## config.mk

```make
export PLATFORM = sky130hd
export DESIGN_NAME = pin_event_irq
export DESIGN_NICKNAME = d
export VERILOG_FILES = /design/src/rtl/irq_pkg.sv /design/src/rtl/irq_cfg_regs.sv /design/src/rtl/irq_pin_detect.sv /design/src/rtl/pin_event_irq.sv
export SDC_FILE = /design/constraint.sdc
export NUM_CORES = 1
export LEC_CHECK = 0
export BUFFER_PORTS_ARGS = -buffer_cell sky130_fd_sc_hd__buf_4
export CORE_MARGIN = 4
export CORE_UTILIZATION = 45
export CTS_CLUSTER_SIZE = 20
export DETAILED_ROUTE_END_ITERATION = 10
export PLACE_DENSITY_LB_ADDON = 0.15
export SLEW_MARGIN = 25
export SYNTH_ARGS = -nofsm -noshare
export SYNTH_HDL_FRONTEND = slang
export SYNTH_SLANG_ARGS = --single-unit
```

## constraint.sdc

```tcl
create_clock -name clk -period 1.45 [get_ports clk]
set_input_delay 0 -clock clk [delete_from_list [all_inputs] [get_ports clk]]
set_output_delay 0 -clock clk [all_outputs]
set_load 0.02 [all_outputs]
```

## src/rtl/irq_pkg.sv

```systemverilog
package irq_pkg;
    parameter int WORD_W = 32;

    typedef enum logic [2:0] {
        K_MODE = 3'd0,
        K_BOTH = 3'd1,
        K_POL  = 3'd2,
        K_EN   = 3'd3,
        K_CLR  = 3'd4,
        K_STAT = 3'd5
    } reg_kind_e;
endpackage

```

## src/rtl/irq_cfg_regs.sv

```systemverilog
module irq_cfg_regs
    import irq_pkg::*;
#(
    parameter int NPINS  = 64,
    parameter int ADDR_W = 6
) (
    input  logic              clk,
    input  logic              rst_n,
    input  logic              we,
    input  logic [ADDR_W-1:0] addr,
    input  logic [WORD_W-1:0] wdata,
    output logic [WORD_W-1:0] rdata,
    input  logic [NPINS-1:0]  pending,
    output logic [NPINS-1:0]  mode,
    output logic [NPINS-1:0]  both,
    output logic [NPINS-1:0]  pol,
    output logic [NPINS-1:0]  en,
    output logic [NPINS-1:0]  clr_pulse
);
    localparam int NBANK = NPINS / WORD_W;
    localparam int BB    = (NBANK > 1) ? $clog2(NBANK) : 1;

    typedef struct packed {
        logic [NPINS-1:0] mode;
        logic [NPINS-1:0] both;
        logic [NPINS-1:0] pol;
        logic [NPINS-1:0] en;
        logic [NPINS-1:0] clr;
    } cfg_t;

    cfg_t            st_q, st_d;
    logic [2:0]      kind;
    logic [BB-1:0]   bank;
    logic [1:0]      unused_lsb;

    assign unused_lsb = addr[1:0];

    always_comb begin
        kind      = addr[BB+4:BB+2];
        bank      = addr[BB+1:2];
        st_d      = st_q;
        clr_pulse = '0;
        rdata     = '0;
        for (int b = 0; b < NBANK; b++) begin
            if (int'(bank) == b) begin
                case (kind)
                    K_MODE: begin
                        rdata = st_q.mode[b*WORD_W +: WORD_W];
                        if (we) st_d.mode[b*WORD_W +: WORD_W] = wdata;
                    end
                    K_BOTH: begin
                        rdata = st_q.both[b*WORD_W +: WORD_W];
                        if (we) st_d.both[b*WORD_W +: WORD_W] = wdata;
                    end
                    K_POL: begin
                        rdata = st_q.pol[b*WORD_W +: WORD_W];
                        if (we) st_d.pol[b*WORD_W +: WORD_W] = wdata;
                    end
                    K_EN: begin
                        rdata = st_q.en[b*WORD_W +: WORD_W];
                        if (we) st_d.en[b*WORD_W +: WORD_W] = wdata;
                    end
                    K_CLR: begin
                        rdata = st_q.clr[b*WORD_W +: WORD_W];
                        if (we) begin
                            st_d.clr[b*WORD_W +: WORD_W]      = wdata;
                            clr_pulse[b*WORD_W +: WORD_W] =
                                wdata & ~st_q.clr[b*WORD_W +: WORD_W];
                        end
                    end
                    K_STAT: rdata = pending[b*WORD_W +: WORD_W];
                    default: rdata = '0;
                endcase
            end
        end
    end

    always_ff @(posedge clk or negedge rst_n) begin
        if (!rst_n) st_q <= '0;
        else        st_q <= st_d;
    end

    assign mode = st_q.mode;
    assign both = st_q.both;
    assign pol  = st_q.pol;
    assign en   = st_q.en;
endmodule

```

## src/rtl/irq_pin_detect.sv

```systemverilog
module irq_pin_detect #(
    parameter int NPINS = 64
) (
    input  logic             clk,
    input  logic             rst_n,
    input  logic [NPINS-1:0] pin_in,
    input  logic [NPINS-1:0] mode,
    input  logic [NPINS-1:0] both,
    input  logic [NPINS-1:0] pol,
    input  logic [NPINS-1:0] en,
    input  logic [NPINS-1:0] clr_pulse,
    output logic [NPINS-1:0] pending,
    output logic             irq
);
    typedef struct packed {
        logic [NPINS-1:0] prev;
        logic [NPINS-1:0] lat;
        logic             irq;
    } det_t;

    det_t             st_q, st_d;
    logic [NPINS-1:0] rise, fall, hit;

    assign rise = pin_in & ~st_q.prev;
    assign fall = ~pin_in & st_q.prev;

    for (genvar i = 0; i < NPINS; i++) begin : g_pin
        assign hit[i] = mode[i] &
            (both[i] ? (rise[i] | fall[i]) : (pol[i] ? rise[i] : fall[i]));
    end

    always_comb begin
        pending   = (mode & st_q.lat) | (~mode & (pin_in ^ pol));
        st_d.prev = pin_in;
        st_d.lat  = hit | (st_q.lat & ~clr_pulse & mode);
        st_d.irq  = |(pending & en);
    end

    always_ff @(posedge clk or negedge rst_n) begin
        if (!rst_n) st_q <= '0;
        else        st_q <= st_d;
    end

    assign irq = st_q.irq;


    level_nolatch_chk: assert property (@(posedge clk) disable iff (!rst_n)
        1'b1 |=> ((($past(~mode)) & st_q.lat) == '0));

    latch_hold_chk: assert property (@(posedge clk) disable iff (!rst_n)
        1'b1 |=> ((($past(st_q.lat & mode & ~clr_pulse)) & ~st_q.lat) == '0));

    clear_applied_chk: assert property (@(posedge clk) disable iff (!rst_n)
        1'b1 |=> ((($past(clr_pulse & ~hit)) & st_q.lat) == '0));

    edge_wins_chk: assert property (@(posedge clk) disable iff (!rst_n)
        1'b1 |=> ((($past(hit)) & ~st_q.lat) == '0));

    irq_needs_enable_chk: assert property (@(posedge clk) disable iff (!rst_n)
        st_q.irq |-> $past(|en));
endmodule

```

## src/rtl/pin_event_irq.sv

```systemverilog
module pin_event_irq #(
    parameter int NPINS  = 64,
    parameter int ADDR_W = 6
) (
    input  logic              clk,
    input  logic              rst_n,
    input  logic              bus_we,
    input  logic [ADDR_W-1:0] bus_addr,
    input  logic [31:0]       bus_wdata,
    output logic [31:0]       bus_rdata,
    input  logic [NPINS-1:0]  pin_in,
    output logic              irq_out
);
    logic [NPINS-1:0] mode, both, pol, en, clr_pulse, pending;

    irq_cfg_regs #(.NPINS(NPINS), .ADDR_W(ADDR_W)) u_regs (
        .clk       (clk),
        .rst_n     (rst_n),
        .we        (bus_we),
        .addr      (bus_addr),
        .wdata     (bus_wdata),
        .rdata     (bus_rdata),
        .pending   (pending),
        .mode      (mode),
        .both      (both),
        .pol       (pol),
        .en        (en),
        .clr_pulse (clr_pulse)
    );

    irq_pin_detect #(.NPINS(NPINS)) u_det (
        .clk       (clk),
        .rst_n     (rst_n),
        .pin_in    (pin_in),
        .mode      (mode),
        .both      (both),
        .pol       (pol),
        .en        (en),
        .clr_pulse (clr_pulse),
        .pending   (pending),
        .irq       (irq_out)
    );
endmodule

```

Yosys cells after proc, flatten, opt, wreduce, memory -nomap -nowiden
Index checks and enable logic that the tools add are counted.
{"block": "word_totals", "ff_bits": 449, "inputBits": 105}
{"block": "classes", "eq_ne": 5, "muxes": 137, "bitwise": 147, "n_reduce_logical": 12}
{"operator": "AND 64 bit", "count": 7}
{"operator": "one-hot mux 32 bit (6 select lines)", "count": 2}
{"operator": "inverter 64 bit", "count": 4}
{"operator": "2-to-1 mux 32 bit", "count": 7}
{"operator": "2-to-1 mux 1 bit", "count": 128}
{"operator": "bitwise OR 64 bit", "count": 2}
{"operator": "AND 1 bit", "count": 64}
{"operator": "AND 32 bit", "count": 2}
{"operator": "inverter 32 bit", "count": 2}
{"operator": "bitwise OR 1 bit", "count": 64}
{"operator": "OR reduction 64 bit", "count": 1}
{"operator": "XOR 64 bit", "count": 1}
{"operator": "AND reduction 3 bit", "count": 10}
{"operator": "== test 3 x 2 -> 1 bit, second input constant", "count": 2}
{"operator": "== test 3 bit, second input constant", "count": 2}
{"operator": "== test 3 x 1 -> 1 bit, second input constant", "count": 1}
{"operator": "zero test 3 bit", "count": 1}
{"operator": "inverter 1 bit", "count": 1}

Logic depth before layout (Yosys ltp)
Gate-level depths: netlist of run 1.
{"block": "logic_depth", "depth_word": 9, "depth_mapped": 7, "depth_no_buf": 7}

Cells and area by module
From an unflattened synthesis of run 1, not the netlist that was laid out.
{"block": "unflattened", "hier_cells": 2474, "hier_area_um2": 27348.7}
{"module": "irq_cfg_regs", "n_inst": 1, "cells_each": 1492, "area_each_um2": 17882.2}
{"module": "irq_pin_detect", "n_inst": 1, "cells_each": 982, "area_each_um2": 9466.6}

Least setup slack after synthesis of run 1
No wires, ideal clock.
{"block": "synth_path", "kind": "register -> register", "from": "register u_regs.st_q, in the netlist u_regs.pol[61]", "to": "register u_det.st_q, in the netlist u_det.irq", "setup_time_ps": 140, "arrival_ps": 1168, "required_ps": 1310, "setup_slack_ps": 143, "path_stages_with_launch": 6, "n_path_buf": 0, "cell_sequence": "dfrtp_1 -> xor2_1 -> o211ai_1 -> nand4_1 -> nor4_1 -> nand4_1"}
{"element": "start: declaration", "line": "irq_cfg_regs.sv:31", "source": "cfg_t st_q, st_d;"}
{"element": "start signal: assignment", "line": "irq_cfg_regs.sv:80", "source": "else st_q <= st_d;"}
{"element": "end signal: assignment", "line": "irq_pin_detect.sv:41", "source": "else st_q <= st_d;"}
{"element": "end: declaration", "line": "irq_pin_detect.sv:21", "source": "det_t st_q, st_d;"}

==> results of run 1 <==
[worst max-delay path, stage by stage, from the launching register on]
cell and delay, ns:
dfrtp_1 0.39, xor2_1 0.16, o211ai_1 0.45, nand4_1 0.38, nor4_2 0.24, buf_4 0.15, nand4_1 0.10
[path summary, 6_finish.rpt]
check	startpoint	end	slack (ns)	cells after the start
worst max-delay path	u_regs.pol[30]	u_det.irq	-0.56	6
worst min-delay path	pin_in[9]	u_det.st_q[10]	0.03	5
worst max register to register	u_regs.pol[30]	u_det.irq	-0.56	6
worst min register to register	u_regs.st_q[10]	u_regs.st_q[10]	0.52	1
max in group asynchronous	rst_n	u_regs.en[31]	0.93	4
min in group asynchronous	rst_n	u_det.st_q[72]	0.07	3
[cell families after synthesis]
family | after synthesis | share of synthesized area
and+or+nand+nor | 388 | 0.0907
DFF | 449 | 0.465
muxes | 352 | 0.164
adders and majority gates | 128 | 0.0663
buffers and inverters | 247 | 0.0436
xor gates and xnor gates | 64 | 0.0232
AOI/OAI and AO/OA | 542 | 0.147
[metrics by stage]
step	total power [µW]	hold slack [ns]	TNS (ns)	worst slack, ns	area (µm²)
floorplan	23400	-0.296	0	0.143	24200
global placement	28600	-0.0842	-19.08	-0.637	28400
detailed placement	29000	-0.0861	-24.26	-0.653	28400
CTS	43700	0.00561	-13.02	-0.508	32500
global route	46300	0.0525	-15.39	-0.564	32900
finish	44100	0.0323	-12.70	-0.562	32900
[flip-flops by register name (all words and copies together), names as in the netlist]
name	count
u_regs.both	64
u_regs.en	64
u_det.irq	1
u_regs.mode	64
u_det.st_q	128
u_regs.pol	64
u_regs.st_q	64
[layer usage]
| metal | part of all wire | up-vias | track usage |
|---|---|---|---|
| met1 | 0.44 | 10100 | 0.358 |
| met2 | 0.48 | 526 | 0.438 |
| met4 | 0.032 | 0 | 0.0906 |
| met3 | 0.054 | 146 | 0.0403 |
| met5 | 0 | - | 0 |
| li1 | - | 8948 | - |
[layout by cell type (no fill, tap or decap), types with 11 or more instances in the layout]
master / netlist / layout
mux2_1: 18 / 18
nand3b_1: 32 / 32
a21oi_2: 0 / 27
xor2_1: 64 / 52
clkinv_2: 0 / 11
o211ai_1: 68 / 68
dfrtp_1: 449 / 447
nor2b_1: 65 / 65
inv_1: 128 / 128
nand3_2: 0 / 15
mux2_2: 334 / 334
buf_6: 1 / 74
clkbuf_16: 0 / 53
nand4_1: 47 / 47
o21a_1: 60 / 60
dlygate4sd3_1: 0 / 101
o21ai_0: 64 / 64
o22ai_2: 0 / 16
o22ai_1: 30 / 14
nand2_1: 71 / 66
buf_4: 12 / 407
a21boi_0: 27 / 27
a21oi_1: 126 / 99
clkbuf_1: 42 / 15
a22oi_2: 0 / 80
a211oi_1: 32 / 32
ha_1: 128 / 128
nand2b_1: 96 / 92
buf_12: 0 / 45
nand3_1: 32 / 17
xor2_2: 0 / 11
a22oi_1: 126 / 46
nor2_2: 0 / 11
nor2_1: 30 / 14
[power groups by stage]
stage | Combinational [µW] | Sequential [µW] | Clock [µW]
global placement | 11400 | 17300 | 0
CTS | 13400 | 17200 | 13100
detailed placement | 11700 | 17400 | 0
floorplan | 6310 | 17100 | 0
global route | 15000 | 17700 | 13600
finish | 13900 | 17300 | 12800
[repair_timing]
action,4_1_cts,5_1_grt
endpoints found under the setup margin,33,33
pin swaps,160,79
endpoints found under the hold margin,897,0
buffers inserted,68,16
hold buffers,102,0
resized for setup,203,55
[layout make-up]
| cell class | instances | area share |
|---|---|---|
| diodes | 2 | 0.000152 |
| clock inverters | 16 | 0.00430 |
| clock buffers | 76 | 0.0454 |
| multi-input cells | 1474 | 0.390 |
| repair buffers | 628 | 0.177 |
| inverters | 128 | 0.0146 |
| flip-flops and latches | 449 | 0.342 |
| well taps | 688 | 0.0262 |
==> impl_metrics.py, run 1 <==
metrics = {
    "clock_tree": {
        "worstSkewPairLatency_ns": 0.61,
        "root_buffer": "clkbuf_16",
        "clock_sinks": 449,
        "htree_levels": 2,
        "numCtsBuffers": 52,
        "cts.path.max_buffers": 3,
        "cts_tree": "yes",
        "clk_pin_slew_ns": 0.06,
    },
    "synth": {
        "yosys.area.top_type": "dfrtp_1",
        "ys_top_cells_by_area": "dfrtp_1 46%, mux2_2 16%, ha_1 6.6%",
        "synth-async-reset-ratio": 1.00,
        "avgSynthCellArea_um2": 11.1,
        "syn_nets": 2403,
        "synth_flop_cell": "dfrtp_1",
        "synthesis.area_um2": 24200,
        "synth_cell_types": 35,
        "synth_edf_count": 0,
        "synth_most_common_cell": "dfrtp_1",
        "syn_inst": 2170,
        "synth_seq_area_share": 0.465,
        "synth_top_area_share": 0.465,
        "synth_common_cells": "449 x dfrtp_1, 334 x mux2_2, 128 x ha_1, 128 x inv_1",
        "synth_seq_cells": 449,
        "ys_warn_count": 0,
    },
    "setup_path": {
        "worstPathMaxFanout": 2,
        "cp.required_ns": 1.91,
        "arrival_ns": 2.47,
        "path_class": "flop to flop",
        "startpoint_type": "flop",
        "cp-end-kind": "flop",
    },
    "layout": {
        "fin_cells": 3461,
        "fillCellCount": 4172,
        "regArea_um2": 11200,
        "final_nets": 2966,
        "final_core_util": 0.622,
        "area_growth_pct": 36.0,
        "multi_input_area_um2": 12800,
        "drive_gt1_frac": 0.409,
    },
    "floorplanning": {
        "ios": 138,
        "die-width_um": 240,
        "die_h_um": 240,
        "rows": 84,
        "dieArea_um2": 57500,
        "initial_utilization": 0.457,
        "core_um2": 52900,
    },
    "place": {
        "portBuffers": 135,
        "gp_congestion": 0.866,
        "hpwl_um": 49900,
        "dp_cells": 3187,
    },
    "power_and_ir_drop": {
        "power.internal_uw": 30400,
        "swShare": 0.311,
        "switching_power_uw": 13700,
        "powerDensity_nw_per_um2": 1340,
        "ir_worst_vdd_uv": 877,
        "combPwrFrac": 0.316,
        "sequentialPowerShare": 0.393,
        "clkPwrFrac": 0.291,
        "p_leak_uw": 0.0149,
    },
    "route": {
        "antenna_left": 0,
        "avgRoutedWirePerCell_um": 22.2,
        "drc": 0,
        "vias": 19700,
        "first_pass_iters": 5,
        "drt-initial-drc-count": 1393,
        "wl_um": 76900,
        "vias_per_cell": 5.69,
    },
    "global_routing": {
        "antenna_found_initial": 2,
        "grt_pass1_wl_um": 118000,
        "gr-total-overflow": 0,
        "grtUsageTotal": 0.265,
        "grt_max_degree": 78,
        "grt_pass1_vias": 20400,
    },
    "sta": {
        "fin_crit_sh": 1.39,
        "tightest_slew_ns": 0.551,
        "post-route-min-period_ns": 2.01,
        "worst_clock_skew_ns": 0.0148,
        "timing.final.max_slew_violations": 0,
        "hold_viol": 0,
        "relSlewSlack": 0.632,
        "rsz0062_at_grt": "yes",
        "setup_viol": 33,
        "fmax_mhz": 497,
        "layout_setup_ws_ns": -0.562,
    },
    "run": {
        "cap_violations": 0,
    },
    "outcome": {
        "violations": "setup timing",
        "status": "finished, violations left",
    },
    "min_path": {
        "hold_path_class": "primary input to flop",
    },
}
Power figures use the tool's default switching activity.
==> run 2: changes to the inputs <==
- PLACE_DENSITY: not set -> 0.67
- PLACE_DENSITY_LB_ADDON: 0.15 -> not set
==> impl_metrics.py, run 2 (synthesized netlist as in run 1, its figures left out) <==
metrics = {
    "outcome": {
        "status": "finished, violations left",
        "violations": "setup timing",
    },
    "global_routing": {
        "gr-total-overflow": 0,
        "grtUsageTotal": 0.262,
        "grt_pass1_wl_um": 118000,
        "antenna_found_initial": 3,
        "grt_max_degree": 60,
        "grt_pass1_vias": 21000,
    },
    "setup_path": {
        "cp-end-kind": "flop",
        "cp.required_ns": 1.91,
        "arrival_ns": 2.46,
        "worstPathMaxFanout": 2,
        "crit_family": "simple AND/OR/NAND/NOR gates",
        "critPathSlowestCell": "nand4_1",
        "critPathMostFrequentCell": "nand4_1",
        "cpPeakStageDelay_ns": 0.42,
        "crit_buf_inv": 0,
        "path_class": "flop to flop",
        "startpoint_type": "flop",
        "cp_cell_sequence": "xor2_1 > o211ai_1 > nand4_1 > nor4_4 > nand4_1",
    },
    "clock_tree": {
        "clock_sinks": 449,
        "worstSkewPairLatency_ns": 0.60,
        "clk_pin_slew_ns": 0.06,
        "cts_tree": "yes",
        "root_buffer": "clkbuf_16",
        "htree_levels": 2,
        "numCtsBuffers": 50,
        "cts.path.max_buffers": 3,
    },
    "floorplanning": {
        "initial_utilization": 0.457,
        "core_um2": 52900,
        "die-width_um": 240,
        "dieArea_um2": 57500,
        "die_h_um": 240,
        "ios": 138,
        "rows": 84,
    },
    "sta": {
        "fin_crit_sh": 1.37,
        "worst_clock_skew_ns": 0.0191,
        "post-route-min-period_ns": 1.99,
        "layout_setup_ws_ns": -0.543,
        "fmax_mhz": 502,
        "tightest_slew_ns": 0.645,
        "setup_viol": 33,
        "rsz0062_at_grt": "yes",
        "hold_viol": 0,
        "timing.final.max_slew_violations": 0,
        "relSlewSlack": 0.569,
    },
    "route": {
        "avgRoutedWirePerCell_um": 21.9,
        "drc": 0,
        "drt-initial-drc-count": 1465,
        "vias": 20000,
        "vias_per_cell": 5.75,
        "wl_um": 76400,
        "first_pass_iters": 5,
        "antenna_left": 0,
    },
    "layout": {
        "final_nets": 2991,
        "layout_commonest_cell": "dfrtp_1",
        "layout_common_cells": "449 x dfrtp_1, 418 x buf_4, 334 x mux2_2",
        "area_growth_pct": 38.1,
        "largest_reg_flops": 128,
        "fin_area_um2": 33400,
        "drive_gt1_frac": 0.414,
        "final_core_util": 0.631,
        "largest_register": "u_det.st_q",
        "fillCellCount": 3977,
    },
    "place": {
        "gp_congestion": 0.888,
        "portBuffers": 135,
        "dp_slack_ns": -0.653,
        "place_area_um2": 28800,
        "hpwl_um": 49800,
    },
    "power_and_ir_drop": {
        "p_leak_uw": 0.0151,
        "powerDensity_nw_per_um2": 1350,
        "ir_worst_vdd_uv": 929,
    },
    "run": {
        "cap_violations": 0,
    },
    "min_path": {
        "hold_path_class": "primary input to flop",
    },
}
-- run 2: changes by cell type in the layout (fill, tap and decap cells not counted), sizes merged --
cell | previous run | this run
clkbuf | 76 | 78
buf | 527 | 556
clkinv | 11 | 6
dlygate4sd3 | 101 | 99
bufinv | 2 | 4
clkinvlp | 0 | 1
diode | 2 | 1
inv | 131 | 128
-- run 2: per-stage QoR --
stage          hold WS, ns  total power (µW)  TNS (ns)  instances
5_1_grt             0.0600             47100    -14.91       3484
2_1_floorplan       -0.296             23400         0       2170
3_5_place_dp       -0.0771             29200    -39.78       3205
3_3_place_gp       -0.0848             28700    -32.52       3205
6_report            0.0279             45000    -12.59       3484
4_1_cts            0.00388             44400    -12.81       3465
-- run 2: worst register-to-register path: cells and delay by family, from the launching register on --
| family | cells | cell delay, ns |
|---|---|---|
| flip-flops | 1 | 0.39 |
| AO/OA/AOI/OAI | 1 | 0.38 |
| AND/OR/NAND/NOR | 3 | 0.92 |
| XOR/XNOR | 1 | 0.18 |
-- run 2: path summary, 6_finish.rpt --
| path | cells after the start | to | slack, ns | start |
|---|---|---|---|---|
| setup / recovery | 5 | u_det.irq | -0.54 | u_regs.pol[30] |
| hold / removal | 6 | u_det.st_q[60] | 0.03 | pin_in[59] |
| setup reg to reg | 5 | u_det.irq | -0.54 | u_regs.pol[30] |
| hold reg to reg | 1 | u_regs.en[39] | 0.53 | u_regs.en[39] |
| max in group asynchronous | 4 | u_regs.pol[25] | 0.97 | rst_n |
| min in group asynchronous | 3 | u_det.st_q[6] | 0.05 | rst_n |
-- run 2: power breakdown --
group,leakage (µW),switching [µW],total [µW],internal [µW]
registers,0.00552,2160,17300,15200
logic,0.00872,6390,14400,7960
clock network,0.000853,5200,13300,8100
-- run 2: metal layers --
layer | vias to the layer above | track usage | wire (µm)
met5 | - | 0 | 24
met4 | 4 | 0.103 | 3010
met3 | 163 | 0.0449 | 4910
met2 | 680 | 0.439 | 36800
met1 | 10200 | 0.341 | 31600
li1 | 9029 | - | -
-- run 2: what timing repair did --
action / in CTS / in global routing
setup buffers: 77 / 18
gates resized for setup: 196 / 59
hold endpoints to repair: 897 / 0
pin swaps: 177 / 60
hold buffers: 100 / 0
endpoints found under the setup margin: 33 / 33
-- run 2: area by class of cell --
class / instances / area, µm² / share of cell area
clock buffer: 78 / 1570 / 0.0471
tap: 688 / 861 / 0.0258
multi-input combinational: 1474 / 12800 / 0.385
antenna: 1 / 2.50 / 0.0000750
inverter: 128 / 480 / 0.0144
sequential: 449 / 11200 / 0.337
timing repair buffer: 655 / 6220 / 0.186
clock inverter: 11 / 158 / 0.00472
==> run 3: changes to the inputs <==
- BUFFER_PORTS_ARGS: -buffer_cell sky130_fd_sc_hd__buf_4 -> -buffer_cell sky130_fd_sc_hd__buf_2
- HOLD_SLACK_MARGIN: not set -> 0.03
==> impl_metrics.py, run 3 (synthesized netlist as in run 1, its figures left out) <==
metrics = {
    "clock_tree": {
        "worstSkewPairLatency_ns": 0.58,
        "clock_sinks": 449,
        "cts.path.max_buffers": 3,
        "numCtsBuffers": 48,
        "root_buffer": "clkbuf_16",
        "cts_tree": "yes",
        "clk_pin_slew_ns": 0.07,
        "htree_levels": 2,
    },
    "sta": {
        "tightest_slew_ns": 0.850,
        "fmax_mhz": 516,
        "rsz0062_at_grt": "yes",
        "whs_ns": 0.0553,
        "timing.final.max_slew_violations": 0,
        "worst_clock_skew_ns": 0.00703,
        "setup_viol": 33,
        "post-route-min-period_ns": 1.94,
        "fin_tns_setup_ns": -12.25,
        "layout_setup_ws_ns": -0.490,
        "relSlewSlack": 0.431,
        "fin_crit_sh": 1.34,
        "hold_viol": 0,
    },
    "setup_path": {
        "rr_endpoint": "u_det.irq",
        "arrival_ns": 2.39,
        "rr_worst_depth": 5,
        "regToRegSetupSlack_ns": -0.49,
        "reg2reg_from": "u_regs.pol[30]",
        "startpoint_type": "flop",
        "cp.required_ns": 1.90,
        "cp-end-kind": "flop",
        "worstPathMaxFanout": 2,
        "path_class": "flop to flop",
    },
    "place": {
        "portBuffers": 135,
        "place_area_um2": 28200,
        "dp_cells": 3189,
        "hpwl_um": 50200,
        "gp_congestion": 0.881,
    },
    "min_path": {
        "hold_path_class": "primary input to asynchronous set/reset pin",
    },
    "route": {
        "drc": 0,
        "vias": 19900,
        "vias_per_cell": 5.79,
        "first_pass_iters": 7,
        "avgRoutedWirePerCell_um": 22.1,
        "antenna_left": 0,
        "wl_um": 75800,
        "drt-initial-drc-count": 1475,
    },
    "floorplanning": {
        "dieArea_um2": 57500,
        "initial_utilization": 0.457,
        "ios": 138,
        "core_um2": 52900,
        "die-width_um": 240,
        "rows": 84,
        "die_h_um": 240,
    },
    "power_and_ir_drop": {
        "p_leak_uw": 0.0146,
        "ir_worst_vdd_uv": 1010,
        "powerDensity_nw_per_um2": 1350,
    },
    "layout": {
        "largest_reg_flops": 128,
        "multi_input_area_um2": 12700,
        "fin_cells": 3435,
        "fillCellCount": 4110,
        "fin_area_um2": 32300,
        "regArea_um2": 11200,
        "num_antenna_cells": 0,
        "layout_common_cells": "448 x dfrtp_1, 334 x mux2_2, 297 x buf_4",
        "area_growth_pct": 33.7,
        "drive_gt1_frac": 0.399,
        "layout_commonest_cell": "dfrtp_1",
        "largest_register": "u_det.st_q",
        "final_nets": 2948,
    },
    "global_routing": {
        "antenna_found_initial": 1,
        "grt_pass1_vias": 20900,
        "grt_max_degree": 78,
        "gr-total-overflow": 0,
        "grt_pass1_wl_um": 118000,
        "grtUsageTotal": 0.261,
    },
    "outcome": {
        "violations": "setup timing",
        "status": "finished, violations left",
    },
    "run": {
        "cap_violations": 0,
    },
}
==> run 3: cell count changes in the layout (fill, tap and decap cells not counted), moves of 8 or more <==
| cell | before | now |
|---|---|---|
| buf_6 | 76 | 67 |
| xor2_1 | 50 | 58 |
| xor2_2 | 14 | 6 |
| buf_4 | 418 | 297 |
| a22oi_2 | 81 | 69 |
| a21oi_2 | 19 | 27 |
| buf_12 | 61 | 48 |
| buf_2 | 0 | 102 |
| a22oi_1 | 45 | 57 |
==> run 3: worst max-delay path by stage <==
stage,startpoint,cells after the start,end
finish,u_regs.pol[30],5,u_det.irq
global route,u_regs.pol[62],6,bus_rdata[30]
CTS,u_regs.pol[30],5,u_det.irq
detailed placement,u_regs.pol[30],5,u_det.irq
global placement,u_regs.pol[30],5,u_det.irq
floorplan,u_regs.pol[61],5,u_det.irq
==> run 3: metrics by stage <==
step | total power (µW) | util | worst slack, ns
6_report | 43600 | 0.611 | -0.490
5_1_grt | 45700 | 0.611 | -0.536
4_1_cts | 43200 | 0.606 | -0.476
3_5_place_dp | 28900 | 0.532 | -0.525
3_3_place_gp | 28400 | 0.532 | -0.592
2_1_floorplan | 23400 | - | 0.143
==> run 3: worst max-delay path, cell delays in order (launching register included) <==
cell,delay [ns]
dfrtp_1,0.40
xor2_1,0.18
o211ai_1,0.45
nand4_1,0.38
nor4_2,0.30
nand4_1,0.10
==> run 3: layout make-up <==
class                   count  share of cell area
multi-input cells        1474               0.393
inverters                 128              0.0149
clock inverters            17             0.00608
well taps                 688              0.0266
clock buffers              65              0.0426
repair buffers            614               0.169
flip-flops and latches    449               0.348
==> run 3: layer usage <==
layer	part of all wire	GRT usage	vias up	routed length [µm]
met2	0.48	0.436	681	36600
met3	0.066	0.0440	197	4990
met5	0	0	-	0
met1	0.41	0.344	10100	31400
li1	-	-	8911	-
met4	0.037	0.0932	0	2830
==> run 3: timing repair <==
| item | in CTS | in global routing |
|---|---|---|
| setup buffers | 63 | 8 |
| pin swaps | 172 | 55 |
| hold buffers | 99 | 0 |
| endpoints found under the setup margin | 33 | 34 |
| endpoints found under the hold margin | 897 | 0 |
| gates cloned | 0 | 0 |
| gates resized for setup | 217 | 43 |
==> run 3: report_power, final <==
| group | internal, µW | switching, µW | leakage, µW |
|---|---|---|---|
| clock network | 7320 | 5210 | 0.000773 |
| logic | 7530 | 6170 | 0.00833 |
| registers | 15200 | 2190 | 0.00552 |
| total | 30000 | 13600 | 0.0146 |
